### config.mk
export PLATFORM = sky130hd
export DESIGN_NAME = uart_reg_if
export DESIGN_NICKNAME = d
export VERILOG_FILES = /design/src/rtl/uart_reg_pkg.sv /design/src/rtl/uart_rst_sync.sv /design/src/rtl/uart_cfg_bank.sv /design/src/rtl/uart_rx_hold.sv /design/src/rtl/uart_tx_hold.sv /design/src/rtl/uart_reg_if.sv
export SDC_FILE = /design/constraint.sdc
export NUM_CORES = 1
export LEC_CHECK = 0
export ABC_CLOCK_PERIOD_IN_PS = 8230
export BUFFER_PORTS_ARGS = -buffer_cell sky130_fd_sc_hd__buf_2
export CORE_ASPECT_RATIO = 1.75
export CORE_MARGIN = 3
export CORE_UTILIZATION = 45
export CTS_CLUSTER_DIAMETER = 30
export DETAILED_ROUTE_END_ITERATION = 12
export HOLD_SLACK_MARGIN = 0.03
export SLEW_MARGIN = 15
export SYNTH_ARGS = -nofsm -noshare
export SYNTH_HDL_FRONTEND = slang
export SYNTH_HIERARCHICAL = 1
export SYNTH_SLANG_ARGS = --single-unit
### constraint.sdc
create_clock -name clk -period 8.23 [get_ports clk]
set_clock_uncertainty 0.1 [all_clocks]
set_input_delay 1.2345 -clock clk [delete_from_list [all_inputs] [get_ports clk]]
set_output_delay 1.2345 -clock clk [all_outputs]
set_load 0.005 [all_outputs]
### src/rtl/uart_reg_pkg.sv
package uart_reg_pkg;
  localparam int REG_W  = 32;
  localparam int BYTE_W = 8;
  localparam int ADDR_W = 6;
  localparam int WORD_W = ADDR_W - 2;

  // word indices (byte offset / 4)
  localparam logic [WORD_W-1:0] W_LINE  = 4'd0;
  localparam logic [WORD_W-1:0] W_CTRL  = 4'd1;
  localparam logic [WORD_W-1:0] W_FIFO  = 4'd2;
  localparam logic [WORD_W-1:0] W_MODEM = 4'd3;
  localparam logic [WORD_W-1:0] W_STAT  = 4'd4;
  localparam logic [WORD_W-1:0] W_ERR   = 4'd5;
  localparam logic [WORD_W-1:0] W_FSTAT = 4'd6;
  localparam logic [WORD_W-1:0] W_MSTAT = 4'd7;
  localparam logic [WORD_W-1:0] W_TXH   = 4'd8;
  localparam logic [WORD_W-1:0] W_RXH   = 4'd9;
  localparam logic [WORD_W-1:0] W_DIV   = 4'd10;

  // plain storage slots
  localparam int N_CFG = 7;
  localparam int S_LINE = 0, S_CTRL = 1, S_FIFO = 2, S_MODEM = 3,
                 S_ERR = 4, S_MSTAT = 5, S_DIV = 6;

  function automatic logic [WORD_W-1:0] slot_word(input int s);
    case (s)
      S_LINE:  return W_LINE;
      S_CTRL:  return W_CTRL;
      S_FIFO:  return W_FIFO;
      S_MODEM: return W_MODEM;
      S_ERR:   return W_ERR;
      S_MSTAT: return W_MSTAT;
      default: return W_DIV;
    endcase
  endfunction

  localparam logic [1:0] MODE_IRQ_POLL = 2'b01;
endpackage

### src/rtl/uart_rst_sync.sv
module uart_rst_sync (
  input  logic clk,
  input  logic rst_n,
  output logic rst_n_sync
);
  logic [1:0] stage_q;

  always_ff @(posedge clk or negedge rst_n) begin
    if (!rst_n) stage_q <= 2'b00;
    else        stage_q <= {stage_q[0], 1'b1};
  end

  assign rst_n_sync = stage_q[1];
endmodule

### src/rtl/uart_cfg_bank.sv
module uart_cfg_bank #(
  parameter int REG_W = 32,
  parameter int N     = 7
) (
  input  logic                      clk,
  input  logic                      rst_n,
  input  logic [N-1:0]              wr_en,
  input  logic [REG_W-1:0]          wdata,
  output logic [N-1:0][REG_W-1:0]   q
);
  for (genvar s = 0; s < N; s++) begin : g_slot
    logic [REG_W-1:0] d;
    always_comb d = wr_en[s] ? wdata : q[s];
    always_ff @(posedge clk or negedge rst_n) begin
      if (!rst_n) q[s] <= '0;
      else        q[s] <= d;
    end
  end

  // a slot changes only when its own write enable is seen
  p_slot_hold_r8: assert property (@(posedge clk) disable iff (!rst_n)
    (wr_en == '0) |=> (q == $past(q)));
endmodule

### src/rtl/uart_rx_hold.sv
module uart_rx_hold #(
  parameter int BYTE_W = 8
) (
  input  logic              clk,
  input  logic              rst_n,
  input  logic              mode_ok,
  input  logic              rd_hold,
  input  logic              sw_wr_stat,
  input  logic              sw_stat_bit,
  input  logic              sw_wr_fstat,
  input  logic              sw_fstat_bit,
  input  logic              rx_valid,
  input  logic [BYTE_W-1:0] rx_data,
  output logic              rx_ready,
  output logic [BYTE_W-1:0] hold_q,
  output logic              rdy_q,
  output logic              frdy_q,
  output logic              rx_irq
);
  logic              take;
  logic [BYTE_W-1:0] hold_d;
  logic              rdy_d, frdy_d;

  assign rx_ready = mode_ok & ~rdy_q;
  assign take     = rx_valid & rx_ready;

  always_comb begin
    hold_d = hold_q;
    rdy_d  = rdy_q;
    frdy_d = frdy_q;
    if (rd_hold) begin
      rdy_d  = 1'b0;
      frdy_d = 1'b0;
    end
    if (sw_wr_stat)  rdy_d  = sw_stat_bit;
    if (sw_wr_fstat) frdy_d = sw_fstat_bit;
    if (take) begin
      hold_d = rx_data;
      rdy_d  = 1'b1;
      frdy_d = 1'b1;
    end
  end

  always_ff @(posedge clk or negedge rst_n) begin
    if (!rst_n) begin
      hold_q <= '0;
      rdy_q  <= 1'b0;
      frdy_q <= 1'b0;
      rx_irq <= 1'b0;
    end else begin
      hold_q <= hold_d;
      rdy_q  <= rdy_d;
      frdy_q <= frdy_d;
      rx_irq <= take;
    end
  end

  p_take_load_r3: assert property (@(posedge clk) disable iff (!rst_n)
    (rx_valid && rx_ready) |=> (rdy_q && frdy_q && rx_irq && hold_q == $past(rx_data)));
  p_irq_single_r3: assert property (@(posedge clk) disable iff (!rst_n)
    rx_irq |=> !rx_irq);
  p_keep_byte_r5: assert property (@(posedge clk) disable iff (!rst_n)
    (rdy_q && rx_valid) |=> $stable(hold_q));
  p_read_clear_r4: assert property (@(posedge clk) disable iff (!rst_n)
    (rd_hold && !sw_wr_stat && !(rx_valid && rx_ready)) |=> !rdy_q);
endmodule

### src/rtl/uart_tx_hold.sv
module uart_tx_hold #(
  parameter int BYTE_W = 8
) (
  input  logic              clk,
  input  logic              rst_n,
  input  logic              wr_thr,
  input  logic [BYTE_W-1:0] wr_byte,
  input  logic              irq_mode_ok,
  input  logic              tx_ready,
  input  logic              sw_wr_stat,
  input  logic [1:0]        sw_stat_bits,
  output logic [BYTE_W-1:0] tx_data,
  output logic              tx_valid,
  output logic [1:0]        st_q,
  output logic              tx_irq
);
  logic [BYTE_W-1:0] data_d;
  logic              valid_d;
  logic [1:0]        st_d;

  always_comb begin
    data_d  = tx_data;
    valid_d = tx_valid;
    st_d    = st_q;
    if (tx_valid && tx_ready) valid_d = 1'b0;
    if (sw_wr_stat) st_d = sw_stat_bits;
    if (wr_thr) begin
      data_d  = wr_byte;
      valid_d = 1'b1;
      st_d    = 2'b11;
    end
  end

  always_ff @(posedge clk or negedge rst_n) begin
    if (!rst_n) begin
      tx_data  <= '0;
      tx_valid <= 1'b0;
      st_q     <= 2'b11;
      tx_irq   <= 1'b0;
    end else begin
      tx_data  <= data_d;
      tx_valid <= valid_d;
      st_q     <= st_d;
      tx_irq   <= wr_thr & irq_mode_ok;
    end
  end

  p_thr_status_r6: assert property (@(posedge clk) disable iff (!rst_n)
    wr_thr |=> (st_q == 2'b11 && tx_valid && tx_data == $past(wr_byte)));
  p_tx_hold_r6: assert property (@(posedge clk) disable iff (!rst_n)
    (tx_valid && !tx_ready && !wr_thr) |=> (tx_valid && $stable(tx_data)));
  p_tx_irq_cause_r7: assert property (@(posedge clk) disable iff (!rst_n)
    tx_irq |-> $past(wr_thr));
endmodule

### src/rtl/uart_reg_if.sv
module uart_reg_if
  import uart_reg_pkg::*;
(
  input  logic              clk,
  input  logic              rst_n,
  input  logic              bus_wr,
  input  logic              bus_rd,
  input  logic [ADDR_W-1:0] bus_addr,
  input  logic [REG_W-1:0]  bus_wdata,
  output logic [REG_W-1:0]  bus_rdata,
  input  logic              rx_valid,
  input  logic [BYTE_W-1:0] rx_data,
  output logic              rx_ready,
  output logic              tx_valid,
  output logic [BYTE_W-1:0] tx_data,
  input  logic              tx_ready,
  output logic              rx_irq,
  output logic              tx_irq
);
  logic                          rst_n_i;
  logic                          aligned;
  logic [WORD_W-1:0]             word;
  logic [N_CFG-1:0]              cfg_wr;
  logic [N_CFG-1:0][REG_W-1:0]   cfg_q;
  logic                          wr_stat, wr_fstat, wr_thr, rd_rxh;
  logic [BYTE_W-1:0]             rx_hold;
  logic                          rx_rdy, rx_frdy;
  logic [1:0]                    tx_st;
  logic [REG_W-1:0]              ctrl;

  uart_rst_sync u_rst (.clk(clk), .rst_n(rst_n), .rst_n_sync(rst_n_i));

  assign aligned = (bus_addr[1:0] == 2'b00);
  assign word    = bus_addr[ADDR_W-1:2];

  for (genvar s = 0; s < N_CFG; s++) begin : g_dec
    assign cfg_wr[s] = bus_wr & aligned & (word == slot_word(s));
  end

  assign wr_stat  = bus_wr & aligned & (word == W_STAT);
  assign wr_fstat = bus_wr & aligned & (word == W_FSTAT);
  assign wr_thr   = bus_wr & aligned & (word == W_TXH);
  assign rd_rxh   = bus_rd & aligned & (word == W_RXH);
  assign ctrl     = cfg_q[S_CTRL];

  uart_cfg_bank #(.REG_W(REG_W), .N(N_CFG)) u_cfg (
    .clk(clk), .rst_n(rst_n_i), .wr_en(cfg_wr), .wdata(bus_wdata), .q(cfg_q)
  );

  uart_rx_hold #(.BYTE_W(BYTE_W)) u_rx (
    .clk(clk), .rst_n(rst_n_i),
    .mode_ok(ctrl[1:0] == MODE_IRQ_POLL),
    .rd_hold(rd_rxh),
    .sw_wr_stat(wr_stat), .sw_stat_bit(bus_wdata[0]),
    .sw_wr_fstat(wr_fstat), .sw_fstat_bit(bus_wdata[0]),
    .rx_valid(rx_valid), .rx_data(rx_data), .rx_ready(rx_ready),
    .hold_q(rx_hold), .rdy_q(rx_rdy), .frdy_q(rx_frdy), .rx_irq(rx_irq)
  );

  uart_tx_hold #(.BYTE_W(BYTE_W)) u_tx (
    .clk(clk), .rst_n(rst_n_i),
    .wr_thr(wr_thr), .wr_byte(bus_wdata[BYTE_W-1:0]),
    .irq_mode_ok(ctrl[3:2] == MODE_IRQ_POLL),
    .tx_ready(tx_ready),
    .sw_wr_stat(wr_stat), .sw_stat_bits(bus_wdata[2:1]),
    .tx_data(tx_data), .tx_valid(tx_valid), .st_q(tx_st), .tx_irq(tx_irq)
  );

  always_comb begin
    bus_rdata = '0;
    if (aligned) begin
      case (word)
        W_LINE:  bus_rdata = cfg_q[S_LINE];
        W_CTRL:  bus_rdata = cfg_q[S_CTRL];
        W_FIFO:  bus_rdata = cfg_q[S_FIFO];
        W_MODEM: bus_rdata = cfg_q[S_MODEM];
        W_ERR:   bus_rdata = cfg_q[S_ERR];
        W_MSTAT: bus_rdata = cfg_q[S_MSTAT];
        W_DIV:   bus_rdata = cfg_q[S_DIV];
        W_STAT:  bus_rdata = {{(REG_W-3){1'b0}}, tx_st, rx_rdy};
        W_FSTAT: bus_rdata = {{(REG_W-1){1'b0}}, rx_frdy};
        W_RXH:   bus_rdata = {{(REG_W-BYTE_W){1'b0}}, rx_hold};
        default: bus_rdata = '0;
      endcase
    end
  end

  // no byte is taken outside receive mode 01
  p_mode_gate_r2: assert property (@(posedge clk) disable iff (!rst_n_i)
    (ctrl[1:0] != MODE_IRQ_POLL) |-> !rx_ready);
  // no transmit pulse unless the mode selected it on the write
  p_tx_irq_mode_r7: assert property (@(posedge clk) disable iff (!rst_n_i)
    tx_irq |-> ($past(ctrl[3:2]) == MODE_IRQ_POLL));
endmodule

==> flow_metrics.env <==
export IMPL_max_freq_mhz=192
export IMPL_total_power_mw=3.87
export IMPL_hold_buffers=0
export IMPL_setup_ws_ns=3.02
export IMPL_routedWlPerCell_um=25.0
export IMPL_finalSetupViolCount=0
export IMPL_seqCellArea_mm2=0.00624
export IMPL_antenna_found_initial=0
export IMPL_ys_types=60
export IMPL_start_util=0.459
export IMPL_cp_start_kind="input pin"
export IMPL_drt_total_wl_mm=34.0
export IMPL_numCtsBuffers=44
export IMPL_tightest_slew_ns=1.06
export IMPL_peakVddDrop_v=0.000175
export IMPL_die_h_um=229
export IMPL_finalSetupTns_ns=0
export IMPL_syn_nets=908
export IMPL_diodes=0
export IMPL_synthCells=856
export IMPL_cts_sinks=249
export IMPL_syn_to_final_growth_pct=14.9
export IMPL_grt_overflow=0
export IMPL_pre_cts_ws_ns=3.11
export IMPL_rsz0062_at_grt="false"
export IMPL_rows=81
export IMPL_firstDrtPassIters=5
export IMPL_synth_main_ff_cell="dfrtp_1"
export IMPL_placed_cell_area_mm2=0.0132
export IMPL_crit_start="bus_addr[3]"
export IMPL_synth_seq_cells=249
export IMPL_nNetsFinal=1005
export IMPL_drt_iter0_drc=499
export IMPL_path_class="input pin to output pin"
export IMPL_finalCritPeriodShare=0.633
export IMPL_synth_seq_area_share=0.486
export IMPL_cap_violations=0
export IMPL_power_density_mw_per_mm2=262
export IMPL_stdcell_count=1358
export IMPL_multi_input_area_mm2=0.00585
export IMPL_design_area_mm2=0.0147
export IMPL_drive_gt1_frac=0.489
export IMPL_postCtsSetupBuffers=0
export IMPL_outcome="completed"
export IMPL_syn_area_per_cell_um2=15.0
export IMPL_required_ns=6.90
export IMPL_dieArea_mm2=0.0307
export IMPL_core_area_mm2=0.0280
export IMPL_maxSlewViolCount=0
export IMPL_fin_crit_ns=5.21
export IMPL_p_leak_nw=6.87
export IMPL_grt_max_degree=175
export IMPL_min_from="u_rst/stage_q[0]$_DFF_PN0_"
export IMPL_place_inst=1280
export IMPL_r2r_start="u_rst/stage_q[1]$_DFF_PN0_"
export IMPL_yosys_warnings=6
export IMPL_final_cell_mix="dfrtp_1 (246), mux2_4 (224), buf_2 (95)"
export IMPL_clockRootBuffer="clkbuf_16"
export IMPL_ys_async_sr_fraction=1.00
export IMPL_die_w_um=134
export IMPL_ctsResizeCount=0
export IMPL_ios=96
export IMPL_crit_fanout=32
export IMPL_synth_edf_count=0
export IMPL_cts_tree="done"
export IMPL_cts_max_level=2
export IMPL_grt_usage=0.224
export IMPL_netlist_top_cells_area="dfrtp_1 (48%), mux2_4 (26%), buf_12 (3.3%), mux2_2 (3.1%), a22o_1 (2.5%)"
export IMPL_route_vias_total=7709
export IMPL_clkSlewWorstSetupHoldPaths_ns=0.04
export IMPL_port_buffers=95
export IMPL_clkLatencyLatePin_ns=0.53
export IMPL_hold_viol_final=0
export IMPL_synth_area_mm2=0.0128
export IMPL_hpwl_mm=20.9
export IMPL_min_path_type="flip-flop to flip-flop"
export IMPL_fillers=2442
export IMPL_critPathArrivalTime_ns=3.88
export IMPL_clock_path_buffers=3
export IMPL_yosysTopAreaCellShare=0.482
export IMPL_postRouteAntennaNets=0
export IMPL_drc_errors=0
export IMPL_grt_pass1_vias=8664
export IMPL_final_common_cell="dfrtp_1"
export IMPL_grt_pass1_wl_mm=53.1
export IMPL_yosysTopAreaCell="dfrtp_1"
export IMPL_gp_congestion=0.794
export IMPL_via_per_inst=5.68
export IMPL_slew_headroom=0.293
export IMPL_cp_end_kind="output pin"
==> flip-flops by register name, indices dropped and copies added (netlist names) <==
signal and cells:
u_cfg/q 224, u_rst/stage_q 2, u_rx/frdy_q 1, u_rx/hold_q 8, u_rx/rdy_q 1, u_rx/rx_irq 1
u_tx/st_q 2, u_tx/tx_data 8, u_tx/tx_irq 1, u_tx/tx_valid 1
==> stage by stage <==
| stage | hold WS, ns | utilization |
|---|---|---|
| detailed placement | 0.242 | 0.473 |
| global route | 0.273 | 0.527 |
| finish | 0.258 | 0.527 |
| CTS | 0.261 | 0.527 |
| global placement | 0.238 | 0.473 |
| floorplan | 0.231 | - |
==> routing by layer <==
layer	wire [um]	vias up	part of all wire	GRT usage
met1	14300	4043	0.42	0.286
met3	1490	73	0.044	0.0371
li1	-	3377	-	-
met4	1060	0	0.031	0.0811
met2	17200	216	0.51	0.384
met5	0	-	0	0
==> cell families (layout without fill, tap and decap cells) <==
logic type | after synthesis | count (layout) | synth area share
buf+inv | 73 | 202 | 0.0623
compound gates | 133 | 133 | 0.0819
simple gates | 112 | 112 | 0.0509
mux | 288 | 288 | 0.319
flops | 249 | 249 | 0.486
other cells | 1 | 1 | 0.000292
==> final cells by class <==
cell class	count	area share
sequential	249	0.423
tap	373	0.0317
clock inverter	22	0.0191
clock buffer	56	0.0833
timing repair buffer	118	0.0448
inverter	6	0.00153
multi-input combinational	534	0.397
==> worst paths after layout <==
kind / to / slack [ns] / cells after the start
worst min register to register: u_rst/stage_q[1]$_DFF_PN0_ / 0.26 / 0
max in group asynchronous: u_cfg/q[141]$_DFFE_PN0P_ / 6.17 / 1
worst min-delay path: u_rst/stage_q[1]$_DFF_PN0_ / 0.26 / 0
worst max-delay path: bus_rdata[23] / 3.02 / 7
worst max register to register: u_cfg/q[141]$_DFFE_PN0P_ / 6.17 / 1
min in group asynchronous: u_tx/tx_data[4]$_DFFE_PN0P_ / 0.37 / 0
==> synthesized netlist by cell type, types with 3 or more instances <==
cell      count
inv_1         5
nor3_1       15
a221oi_1      8
nor3b_2       3
nand2_1      29
a21o_1        4
dfrtp_1     247
a31oi_1       7
mux2i_1      15
nor4_1        4
nand3_1       6
a22o_1       37
mux2_1       12
nand2b_1      5
a32o_1        8
buf_6        19
nor3b_1       3
a21oi_1      28
buf_12       21
a22oi_1       9
mux2_4      224
o22a_1        4
clkbuf_1      3
a222oi_1     12
mux2_2       35
buf_4         5
buf_2        18
nor2b_1      13
and2_1        3
nor2_1       11
a32oi_1       3
==> power breakdown <==
part	internal [mW]	total (mW)	switching (mW)	leakage, nW
clock	1.22	1.87	0.658	0.725
combinational	0.297	0.474	0.177	2.86
sequential	1.41	1.52	0.114	3.29
total	2.92	3.87	0.949	6.87
==> worst max-delay path, stage by stage <==
cell and delay [ns]:
buf_2 0.54, buf_4 0.45, nand2b_1 0.26, nor2_1 0.77, a222oi_1 0.26, a21oi_1 0.21, buf_2 0.14
(Power assumes the default switching activity.)
